File: config.mk
export PLATFORM = sky130hd
export DESIGN_NAME = exc_entry_seq
export DESIGN_NICKNAME = d
export VERILOG_FILES = /design/src/rtl/exc_entry_pkg.sv /design/src/rtl/exc_seq_fsm.sv /design/src/rtl/exc_ctx_regs.sv /design/src/rtl/exc_wr_lane.sv /design/src/rtl/exc_entry_seq.sv
export SDC_FILE = /design/constraint.sdc
export NUM_CORES = 1
export LEC_CHECK = 0
export BUFFER_PORTS_ARGS = -buffer_cell sky130_fd_sc_hd__buf_4
export CELL_PAD_IN_SITES_DETAIL_PLACEMENT = 1
export CELL_PAD_IN_SITES_GLOBAL_PLACEMENT = 1
export CORE_MARGIN = 2
export CORE_UTILIZATION = 39
export DETAILED_ROUTE_END_ITERATION = 10
export PLACE_DENSITY_LB_ADDON = 0.1
export SYNTH_ARGS = -nofsm -noshare
export SYNTH_HDL_FRONTEND = slang
export SYNTH_HIERARCHICAL = 1
export SYNTH_SLANG_ARGS = --single-unit
File: constraint.sdc
create_clock -name clk -period 5 [get_ports clk]
set_input_delay 0.75 -clock clk [delete_from_list [all_inputs] [get_ports clk]]
set_output_delay 0.75 -clock clk [all_outputs]
set_load 0.005 [all_outputs]
File: src/rtl/exc_entry_pkg.sv
package exc_entry_pkg;

  typedef enum logic [2:0] {
    ST_IDLE      = 3'd0,
    ST_PUSH_PC   = 3'd1,
    ST_PUSH_PSW  = 3'd2,
    ST_PUSH_FLAG = 3'd3,
    ST_DONE      = 3'd4
  } seq_state_t;

  typedef enum logic [1:0] {
    SZ_BYTE = 2'd0,
    SZ_HALF = 2'd1,
    SZ_WORD = 2'd2
  } wr_size_t;

endpackage

File: src/rtl/exc_seq_fsm.sv
module exc_seq_fsm
  import exc_entry_pkg::*;
(
  input  logic       clk,
  input  logic       rst_n,
  input  logic       trap_req,
  input  logic       wr_ready,
  input  logic       flag_en,
  output seq_state_t state_q,
  output logic       accept,
  output logic       chain,
  output logic       load_full,
  output logic       done,
  output logic       busy,
  output logic       nest_err
);

  seq_state_t state_d;
  logic       pend_q, pend_d;
  logic       nerr_q, nerr_d;
  logic       nest_hit;

  // status decode
  always_comb begin
    busy      = (state_q == ST_PUSH_PC) || (state_q == ST_PUSH_PSW) ||
                (state_q == ST_PUSH_FLAG);
    done      = (state_q == ST_DONE);
    chain     = done && pend_q;
    accept    = trap_req && ((state_q == ST_IDLE) || (done && !pend_q));
    nest_hit  = trap_req && (busy || chain);
    load_full = wr_ready && (((state_q == ST_PUSH_PSW) && !flag_en) ||
                             (state_q == ST_PUSH_FLAG));
  end

  // next state
  always_comb begin
    state_d = state_q;
    unique case (state_q)
      ST_IDLE:      if (accept) state_d = ST_PUSH_PC;
      ST_PUSH_PC:   if (wr_ready) state_d = ST_PUSH_PSW;
      ST_PUSH_PSW:  if (wr_ready) state_d = flag_en ? ST_PUSH_FLAG : ST_DONE;
      ST_PUSH_FLAG: if (wr_ready) state_d = ST_DONE;
      ST_DONE: begin
        if (pend_q)      state_d = ST_DONE;
        else if (accept) state_d = ST_PUSH_PC;
        else             state_d = ST_IDLE;
      end
      default:      state_d = ST_IDLE;
    endcase
  end

  // nested request bookkeeping: a chained commit consumes one pending request
  always_comb begin
    pend_d = chain ? nest_hit : (pend_q || nest_hit);
    nerr_d = nest_hit;
  end

  always_ff @(posedge clk or negedge rst_n) begin
    if (!rst_n) begin
      state_q <= ST_IDLE;
      pend_q  <= 1'b0;
      nerr_q  <= 1'b0;
    end else begin
      state_q <= state_d;
      pend_q  <= pend_d;
      nerr_q  <= nerr_d;
    end
  end

  assign nest_err = nerr_q;

endmodule

File: src/rtl/exc_ctx_regs.sv
module exc_ctx_regs #(
  parameter int                 WORD_W = 32,
  parameter int                 PSW_W  = 16,
  parameter int                 IE_POS = 11,
  parameter logic [WORD_W-1:0]  VECTOR = 32'h4000_0008
) (
  input  logic              clk,
  input  logic              rst_n,
  input  logic              accept,
  input  logic              load_full,
  input  logic              chain,
  input  logic [WORD_W-1:0] cur_pc,
  input  logic [PSW_W-1:0]  cur_psw,
  input  logic [WORD_W-1:0] cur_sp,
  input  logic              flag_wr_en,
  input  logic              trap_cause,
  output logic [WORD_W-1:0] pc_l,
  output logic [PSW_W-1:0]  psw_l,
  output logic [WORD_W-1:0] sp_l,
  output logic              flag_l,
  output logic [WORD_W-1:0] new_pc,
  output logic [PSW_W-1:0]  new_psw,
  output logic [WORD_W-1:0] new_sp,
  output logic              entry_cause
);

  localparam int                WORD_B   = WORD_W / 8;
  localparam logic [WORD_W-1:0] FRAME_B  = WORD_W'(2 * WORD_B);
  localparam logic [PSW_W-1:0]  IE_MASK  = PSW_W'(1) << IE_POS;

  logic              cause_l;
  logic [WORD_W-1:0] pc_l_d, sp_l_d, npc_d, nsp_d;
  logic [PSW_W-1:0]  psw_l_d, npsw_d;
  logic              flag_l_d, cause_l_d, ncause_d;
  logic              cap_en, out_en;

  assign cap_en = accept;
  assign out_en = load_full || chain;

  // capture of the trap context
  always_comb begin
    pc_l_d    = cur_pc;
    psw_l_d   = cur_psw;
    sp_l_d    = cur_sp;
    flag_l_d  = flag_wr_en;
    cause_l_d = trap_cause;
  end

  // committed state: a full entry starts from the captured context,
  // a chained entry builds on the state committed one cycle earlier
  always_comb begin
    npc_d = VECTOR;
    if (chain) begin
      npsw_d   = new_psw & ~IE_MASK;
      nsp_d    = new_sp - FRAME_B;
      ncause_d = entry_cause;
    end else begin
      npsw_d   = psw_l & ~IE_MASK;
      nsp_d    = sp_l - FRAME_B;
      ncause_d = cause_l;
    end
  end

  always_ff @(posedge clk or negedge rst_n) begin
    if (!rst_n) begin
      pc_l    <= '0;
      psw_l   <= '0;
      sp_l    <= '0;
      flag_l  <= 1'b0;
      cause_l <= 1'b0;
    end else if (cap_en) begin
      pc_l    <= pc_l_d;
      psw_l   <= psw_l_d;
      sp_l    <= sp_l_d;
      flag_l  <= flag_l_d;
      cause_l <= cause_l_d;
    end
  end

  always_ff @(posedge clk or negedge rst_n) begin
    if (!rst_n) begin
      new_pc      <= '0;
      new_psw     <= '0;
      new_sp      <= '0;
      entry_cause <= 1'b0;
    end else if (out_en) begin
      new_pc      <= npc_d;
      new_psw     <= npsw_d;
      new_sp      <= nsp_d;
      entry_cause <= ncause_d;
    end
  end

endmodule

File: src/rtl/exc_wr_lane.sv
module exc_wr_lane
  import exc_entry_pkg::*;
#(
  parameter int                WORD_W    = 32,
  parameter int                PSW_W     = 16,
  parameter logic [WORD_W-1:0] FLAG_ADDR = 32'h3400_0103,
  parameter logic [7:0]        FLAG_VAL  = 8'h04
) (
  input  seq_state_t          state_q,
  input  logic [WORD_W-1:0]   pc_l,
  input  logic [PSW_W-1:0]    psw_l,
  input  logic [WORD_W-1:0]   sp_l,
  output logic                wr_valid,
  output logic [WORD_W-1:0]   wr_addr,
  output logic [WORD_W-1:0]   wr_data,
  output logic [WORD_W/8-1:0] wr_be,
  output logic [1:0]          wr_size
);

  localparam int                LANES   = WORD_W / 8;
  localparam int                OFF_W   = $clog2(LANES);
  localparam logic [WORD_W-1:0] PC_SLOT  = WORD_W'(LANES);
  localparam logic [WORD_W-1:0] PSW_SLOT = WORD_W'(2 * LANES);
  localparam int                PSW_B   = PSW_W / 8;

  logic [WORD_W-1:0] val;
  logic [OFF_W:0]    nbytes;
  logic [OFF_W-1:0]  off;
  wr_size_t          size_e;

  // select the transfer belonging to the current step
  always_comb begin
    wr_valid = 1'b0;
    wr_addr  = '0;
    val      = '0;
    nbytes   = '0;
    size_e   = SZ_BYTE;
    unique case (state_q)
      ST_PUSH_PC: begin
        wr_valid = 1'b1;
        wr_addr  = sp_l - PC_SLOT;
        val      = pc_l;
        nbytes   = (OFF_W+1)'(LANES);
        size_e   = SZ_WORD;
      end
      ST_PUSH_PSW: begin
        wr_valid = 1'b1;
        wr_addr  = sp_l - PSW_SLOT;
        val      = WORD_W'(psw_l);
        nbytes   = (OFF_W+1)'(PSW_B);
        size_e   = SZ_HALF;
      end
      ST_PUSH_FLAG: begin
        wr_valid = 1'b1;
        wr_addr  = FLAG_ADDR;
        val      = WORD_W'(FLAG_VAL);
        nbytes   = (OFF_W+1)'(1);
        size_e   = SZ_BYTE;
      end
      default: ;
    endcase
    off     = wr_addr[OFF_W-1:0];
    wr_size = size_e;
  end

  // little-endian lane steering, one slice per byte lane
  for (genvar g = 0; g < LANES; g++) begin : g_lane
    localparam logic [OFF_W+1:0] LANE_IDX = (OFF_W+2)'(g);
    logic             hit;
    logic [OFF_W-1:0] rel;
    always_comb begin
      hit = wr_valid &&
            (LANE_IDX >= {2'b00, off}) &&
            (LANE_IDX < ({2'b00, off} + {1'b0, nbytes}));
      rel = OFF_W'(g) - off;
      wr_be[g]         = hit;
      wr_data[g*8 +: 8] = hit ? val[{rel, 3'b000} +: 8] : 8'h00;
    end
  end

endmodule

File: src/rtl/exc_entry_seq.sv
module exc_entry_seq
  import exc_entry_pkg::*;
#(
  parameter int          WORD_W    = 32,
  parameter int          PSW_W     = 16,
  parameter int          IE_POS    = 11,
  parameter logic [31:0] VECTOR    = 32'h4000_0008,
  parameter logic [31:0] FLAG_ADDR = 32'h3400_0103,
  parameter logic [7:0]  FLAG_VAL  = 8'h04
) (
  input  logic                clk,
  input  logic                rst_n,
  input  logic                trap_req,
  input  logic                trap_cause,
  input  logic [WORD_W-1:0]   cur_pc,
  input  logic [PSW_W-1:0]    cur_psw,
  input  logic [WORD_W-1:0]   cur_sp,
  input  logic                flag_wr_en,
  output logic                wr_valid,
  input  logic                wr_ready,
  output logic [WORD_W-1:0]   wr_addr,
  output logic [WORD_W-1:0]   wr_data,
  output logic [WORD_W/8-1:0] wr_be,
  output logic [1:0]          wr_size,
  output logic [WORD_W-1:0]   new_pc,
  output logic [PSW_W-1:0]    new_psw,
  output logic [WORD_W-1:0]   new_sp,
  output logic                entry_cause,
  output logic                entry_done,
  output logic                entry_busy,
  output logic                nest_err
);

  seq_state_t        state_q;
  logic              accept, chain, load_full;
  logic [WORD_W-1:0] pc_l, sp_l;
  logic [PSW_W-1:0]  psw_l;
  logic              flag_l;

  exc_seq_fsm u_fsm (
    .clk       (clk),
    .rst_n     (rst_n),
    .trap_req  (trap_req),
    .wr_ready  (wr_ready),
    .flag_en   (flag_l),
    .state_q   (state_q),
    .accept    (accept),
    .chain     (chain),
    .load_full (load_full),
    .done      (entry_done),
    .busy      (entry_busy),
    .nest_err  (nest_err)
  );

  exc_ctx_regs #(
    .WORD_W (WORD_W),
    .PSW_W  (PSW_W),
    .IE_POS (IE_POS),
    .VECTOR (WORD_W'(VECTOR))
  ) u_ctx (
    .clk         (clk),
    .rst_n       (rst_n),
    .accept      (accept),
    .load_full   (load_full),
    .chain       (chain),
    .cur_pc      (cur_pc),
    .cur_psw     (cur_psw),
    .cur_sp      (cur_sp),
    .flag_wr_en  (flag_wr_en),
    .trap_cause  (trap_cause),
    .pc_l        (pc_l),
    .psw_l       (psw_l),
    .sp_l        (sp_l),
    .flag_l      (flag_l),
    .new_pc      (new_pc),
    .new_psw     (new_psw),
    .new_sp      (new_sp),
    .entry_cause (entry_cause)
  );

  exc_wr_lane #(
    .WORD_W    (WORD_W),
    .PSW_W     (PSW_W),
    .FLAG_ADDR (WORD_W'(FLAG_ADDR)),
    .FLAG_VAL  (FLAG_VAL)
  ) u_lane (
    .state_q  (state_q),
    .pc_l     (pc_l),
    .psw_l    (psw_l),
    .sp_l     (sp_l),
    .wr_valid (wr_valid),
    .wr_addr  (wr_addr),
    .wr_data  (wr_data),
    .wr_be    (wr_be),
    .wr_size  (wr_size)
  );

endmodule

# Word-level counts from Yosys, hierarchy flattened
# Index checks and enable logic that the tools add are counted.
[word_totals] wordCells=86 mem_bits_rw=0 memories=0 latch_bits=0 input_bits=86 romBits=0 regBits=137
[op_classes] div=0 n_eq_ne=8 mux=19 reduce_logical=26 n_bitwise=1 mul=0 add_sub_neg=8 order_cmp=7 shift=4
[ops] op="32-bit case mux with 3 select lines" n=2
[ops] op="32-bit by 6-bit indexed part select with 8-bit output" n=4
[ops] op="32-bit by 4-bit subtractor with 32-bit output, second input constant" n=2
[ops] op="32-bit two-way mux" n=1
[ops] op="8-bit two-way mux" n=4
[ops] op="32-bit by 3-bit subtractor with 32-bit output, second input constant" n=1
[ops] op="3-bit two-way mux" n=6
[ops] op="3-bit case mux with 5 select lines" n=1
[ops] op="1-bit logical AND" n=13
[ops] op="3-bit case mux with 3 select lines" n=1
[ops] op="1-bit by 4-bit less-than comparator with 1-bit output, first input constant" n=2
[ops] op="2-bit by 4-bit less-than comparator with 1-bit output, first input constant" n=2
[ops] op="2-bit != test, second input constant" n=4
[ops] op="1-bit logical OR" n=7
[ops] op="3-bit by 2-bit equality test with 1-bit output, second input constant" n=2
[ops] op="2-bit by 3-bit adder with 4-bit output" n=1
[ops] op="1-bit by 2-bit greater-or-equal comparator with 1-bit output, first input constant" n=2
[ops] op="2-bit case mux with 2 select lines" n=1
[ops] op="4-bit AND reduction" n=1
[ops] op="1-bit by 2-bit subtractor with 2-bit output, first input constant" n=2
[ops] op="2-bit subtractor, first input constant" n=2
[ops] op="3-bit by 1-bit equality test with 1-bit output, second input constant" n=1
[ops] op="3-bit equality test, second input constant" n=1
[ops] op="3-bit logical NOT" n=1
[ops] op="other kinds (6)" n=9

# Longest topological paths before layout
[logic_depth] depth_word=7 depth_mapped=16 ltp_nobuf=9

# Cells and area by module
# The synthesis kept the hierarchy.
[by_module_without_submodules] mod="exc_ctx_regs" cells_each=545 seq_area_each_um2=3278.1 area_each_um2=6482.5 instances=1
[by_module_without_submodules] mod="exc_wr_lane" cells_each=378 seq_area_each_um2=0.0 area_each_um2=2284.7 instances=1
[by_module_without_submodules] mod="exc_seq_fsm" cells_each=30 seq_area_each_um2=125.1 area_each_um2=271.5 instances=1

# Worst setup path before layout
# OpenSTA, ideal clock, no wires.
[synth_timing] path_type="register to register" startpoint="register u_fsm.state_q[1]" endpoint="register u_ctx.new_sp[31]" synth_period_minus_slack_ps=4501 path_buffers=6 path_stages_with_launch=16 path_slack_ps=499 t_arrival_ps=4380 setup_time_ps=121 required_ps=4879 cell_sequence="dfrtp_1 -> or2_1 -> nor2_1 -> clkbuf_1 -> clkbuf_1 -> clkbuf_1 -> buf_2 -> buf_1 -> mux2i_1 -> ha_1 -> o21ai_1 -> or4b_4 -> buf_2 -> o31ai_1 -> nand3_1 -> a22o_1"
[synth_via] word_cells_on_any_way=9 classes_between="eq/ne: 3; mux: 1; reduce/logical: 5"
[synth_lines] element="start, declared" line_no="exc_seq_fsm.sv:9" rtl="output seq_state_t state_q,"
[synth_lines] element="start signal, assigned" line_no="exc_seq_fsm.sv:64" rtl="state_q <= state_d;"
[synth_lines] element="3-bit equality test (*)" line_no="exc_seq_fsm.sv:27" rtl="done = (state_q == ST_DONE);"
[synth_lines] element="1-bit logical AND (*)" line_no="exc_seq_fsm.sv:28" rtl="chain = done && pend_q;"
[synth_lines] element="via chain" line_no="exc_entry_seq.sv:35" rtl="logic accept, chain, load_full;"
[synth_lines] element="32-bit two-way mux or 1-bit logical OR (tied branches)" line_no="exc_ctx_regs.sv:53, exc_ctx_regs.sv:38"
[synth_lines] element="end signal, assigned" line_no="exc_ctx_regs.sv:89" rtl="new_sp <= nsp_d;"
[synth_lines] element="end, declared" line_no="exc_ctx_regs.sv:23" rtl="output logic [WORD_W-1:0] new_sp,"
# Mark *: on every way through the listed nets, which the timed path passes. The rest lies on a longest branch.
# A chain may end at the register's enable or synchronous reset.

# Final worst setup path
[layout_timing] startpoint="register u_fsm.state_q[1]" endpoint="output wr_addr[13]"
[layout_via] elab_chain_len=2 word_cells_on_any_way=4 classes_between="eq/ne: 3; mux: 1"
[layout_rtl] element="3-bit by 2-bit equality test with 1-bit output or 3-bit by 1-bit equality test with 1-bit output (tied branches)" line_no="exc_wr_lane.sv:38" rtl="unique case (state_q)"
[layout_rtl] element="32-bit case mux with 3 select lines (*)" line_no="exc_wr_lane.sv:38"
[layout_rtl] element="end, declared" line_no="exc_entry_seq.sv:21" rtl="output logic [WORD_W-1:0] wr_addr,"
# Mark *: on every way between the ends. The rest lies on a longest branch, timed or not.

==> flow_metrics.env <==
export IMPL_status="completed"
export IMPL_synth_compound_gate_area_share_pct=16.5
export IMPL_wire_length_of_the_first_global_routing_pass_um=47000
export IMPL_worst_hold_path_type="in -> async"
export IMPL_layout_nets=1223
export IMPL_synth_enable_flop_cells=0
export IMPL_ys_warnings_count=6
export IMPL_worstMarginPinSlew_ns=1.09
export IMPL_vdd_drop_max_v=0.000272
export IMPL_layout_drive_gt1_share_pct=34.2
export IMPL_crit_path_max_fanout=29
export IMPL_synth_mux_area_share_pct=16.9
export IMPL_synth_commonest_cells="sky130_fd_sc_hd__dfrtp_1, sky130_fd_sc_hd__mux2_2, sky130_fd_sc_hd__nor2_1"
export IMPL_arrival_worst_endpoint_ns=3.82
export IMPL_ff2ff_setup_slack_ns=0.80
export IMPL_insertedDiodeCount=0
export IMPL_worst_setup_hold_path_clk_slew_ns=0.07
export IMPL_finalClockSkew_ns=0.0125
export IMPL_cts_root_buffer="sky130_fd_sc_hd__clkbuf_16"
export IMPL_postSynthRegisterBits=136
export IMPL_gp_congestion=0.858
export IMPL_grt_overflow=0
export IMPL_final_instance_count_excl_fill=1427
export IMPL_final_period_utilization_pct=91.5
export IMPL_yosys_area_share_simple_pct=16.9
export IMPL_synth_cell_type_count=79
export IMPL_postSynthCellCount=953
export IMPL_postSynth_topFlopCell="sky130_fd_sc_hd__dfrtp_1"
export IMPL_max_cap_viol_count=0
export IMPL_yosys_top_cells_area="sky130_fd_sc_hd__dfrtp_1, sky130_fd_sc_hd__mux2_2, sky130_fd_sc_hd__buf_4"
export IMPL_dp_cells=1395
export IMPL_leakage_nw=4.76
export IMPL_cts_tree="built"
export IMPL_die_h_um=156
export IMPL_die_width_um=156
export IMPL_resized_gates_after_cts=0
export IMPL_fin_setup_tns_ns=0
export IMPL_grt_use_total_pct=24.9
export IMPL_cts_hold_repair_buffers=0
export IMPL_finish_instance_area_um2=11300
export IMPL_rsz0062_at_grt="no"
export IMPL_effective_utilization_at_floorplan_pct=39.8
export IMPL_power_density_nw_per_um2=737
export IMPL_worstSetupStartpointType="register"
export IMPL_routedWlPerCell_um=21.1
export IMPL_reg2reg_to="u_ctx/new_sp[29]$_DFFE_PN0P_"
export IMPL_synthesis_area_per_instance_um2=9.48
export IMPL_synth_top_family_by_area="multiplexers"
export IMPL_cts_max_path_buffers=2
export IMPL_drt_pass1_iterations=5
export IMPL_antenna_left=0
export IMPL_clock_tree_sinks=136
export IMPL_finalWirelength_um=30100
export IMPL_utilization_pct=49.6
export IMPL_yosys_area_share_adder_pct=1.19
export IMPL_io_pins=241
export IMPL_finalCriticalPeriod_ns=4.57
export IMPL_synthArstFlopShare_pct=100
export IMPL_dp_hpwl_um=21800
export IMPL_yosys_cell_count_top_type="sky130_fd_sc_hd__dfrtp_1"
export IMPL_placedInstanceArea_um2=10700
export IMPL_ys_seq_area_share_pct=37.7
export IMPL_grt_max_degree=93
export IMPL_cts_made_buffers=17
export IMPL_area_delta_synth_final_pct=24.5
export IMPL_timing_rr_start="u_fsm/state_q[1]$_DFFE_PN0P_"
export IMPL_drt_iter0_markers=370
export IMPL_post_route_drc_count=0
export IMPL_antenna_found_initial=0
export IMPL_synth_xor_area_share_pct=3.88
export IMPL_max_slew_violation_count=0
export IMPL_power_total_mw=8.30
export IMPL_synthesis_area_um2=9040
export IMPL_full_die_area_um2=24400
export IMPL_port_buffers=209
export IMPL_synth_largest_type_area_fraction_pct=37.7
export IMPL_achievable_frequency_mhz=219
export IMPL_post_cts_buffers=0
export IMPL_cts_htree_levels=4
export IMPL_netlist_top_cell_by_area="sky130_fd_sc_hd__dfrtp_1"
export IMPL_report_final_hold_viol_count=0
export IMPL_cp_required_ns=4.25
export IMPL_detailroute_via_count=8099
export IMPL_via_count_normalized_by_instance_count=5.68
export IMPL_worst_skew_pair_late_latency_ns=0.43
export IMPL_setup_worst_path_class="reg -> out"
export IMPL_setup_violations=0
export IMPL_floorplan_core_area_um2=22700
export IMPL_maxSlewHeadroom_pct=27.2
export IMPL_grt_pass1_vias=8265
export IMPL_end_kind="output pin"
export IMPL_reg2reg_depth=9
export IMPL_placement_rows=55
==> cell usage in the layout (no fill, tap or decap), drive strengths merged, types with 4 or more instances in the layout <==
cell type / n
xor2: 20
conb: 31
dfrtp: 136
nand3: 14
o21ai: 63
inv: 32
and2: 7
a31oi: 12
nand2b: 6
or3b: 10
nand4: 10
nor2: 75
nor2b: 12
o32ai: 5
nor3b: 7
mux2i: 28
or4: 9
or3: 13
clkbuf: 18
nand2: 58
xnor2: 20
ha: 7
o21a: 4
a21o: 5
o31ai: 4
mux2: 111
a311oi: 10
nor3: 27
a22oi: 27
buf: 224
o22ai: 19
nor4: 13
and3: 7
nand3b: 4
a21oi: 43
==> sequential cells by signal, summed over array words and instances, names as in the netlist <==
signal,flops
u_ctx/new_sp,32
u_ctx/pc_l,32
u_ctx/sp_l,32
u_ctx/psw_l,16
u_ctx/new_psw,15
u_fsm/state_q,3
u_ctx/cause_l,1
u_ctx/entry_cause,1
u_ctx/flag_l,1
u_ctx/new_pc,1
u_fsm/nest_err,1
u_fsm/pend_q,1
==> per-stage QoR <==
stage / hold WS [ns] / worst slack, ns
after CTS: 0.452 / 0.424
after detailed placement: 0.485 / 0.807
after floorplan: 0.454 / 0.499
after global routing: 0.470 / 0.196
final: 0.402 / 0.427
after global placement: 0.482 / 0.895
==> where the power goes <==
group / leakage (nW) / internal, mW / switching [mW]
sequential: 1.60 / 1.67 / 0.860
combinational: 2.89 / 2.16 / 2.36
clock: 0.276 / 0.672 / 0.575
total: 4.76 / 4.50 / 3.79
==> worst max path at each step <==
stage          cells after the start                           end                         start  slack [ns]
3_5_place_dp                       8  u_ctx/new_sp[28]$_DFFE_PN0P_  u_fsm/state_q[1]$_DFFE_PN0P_        0.81
6_report                           5                   wr_addr[13]  u_fsm/state_q[1]$_DFFE_PN0P_        0.43
4_1_cts                            7                   wr_data[15]  u_fsm/state_q[1]$_DFFE_PN0P_        0.42
5_1_grt                            7                   wr_data[26]  u_fsm/state_q[1]$_DFFE_PN0P_        0.20
2_1_floorplan                     15  u_ctx/new_sp[31]$_DFFE_PN0P_  u_fsm/state_q[1]$_DFFE_PN0P_        0.50
3_3_place_gp                       8  u_ctx/new_sp[29]$_DFFE_PN0P_  u_fsm/state_q[1]$_DFFE_PN0P_        0.89
==> metal layers <==
| metal | routed length (um) | vias to the layer above | track usage [%] |
|---|---|---|---|
| met4 | 349 | 0 | 5.46 |
| met1 | 12600 | 4076 | 30.1 |
| li1 | - | 3789 | - |
| met5 | 0 | - | 0 |
| met3 | 1760 | 26 | 6.56 |
| met2 | 15300 | 208 | 44.3 |
==> cell type report <==
cell class              instances  area (um2)
fillers                      2615       11500
inverters                      24        90.1
multi-input cells             726        5140
clock buffers                  18         439
flip-flops and latches        136        3400
well taps                     285         357
repair buffers                224        1690
clock inverters                14         135
==> cell families (layout without fill, tap and decap cells) <==
group | count (synthesis) | count (layout)
adder cells (fa/ha/maj) | 8 | 8
XOR/XNOR | 40 | 40
other | 1 | 31
flip-flops | 136 | 136
multiplexers | 139 | 139
AND/OR/NAND/NOR | 281 | 281
AO/OA/AOI/OAI | 227 | 227
buffers and inverters | 121 | 280
==> critical path, cell delays in order (launching register included) <==
cell and delay, ns:
sky130_fd_sc_hd__dfrtp_1 0.58, sky130_fd_sc_hd__or3b_2 0.83, sky130_fd_sc_hd__inv_1 0.60, sky130_fd_sc_hd__nand3_1 0.57
sky130_fd_sc_hd__a311oi_1 0.62, sky130_fd_sc_hd__buf_4 0.20
Note: power is estimated with default switching activity, not from simulation.
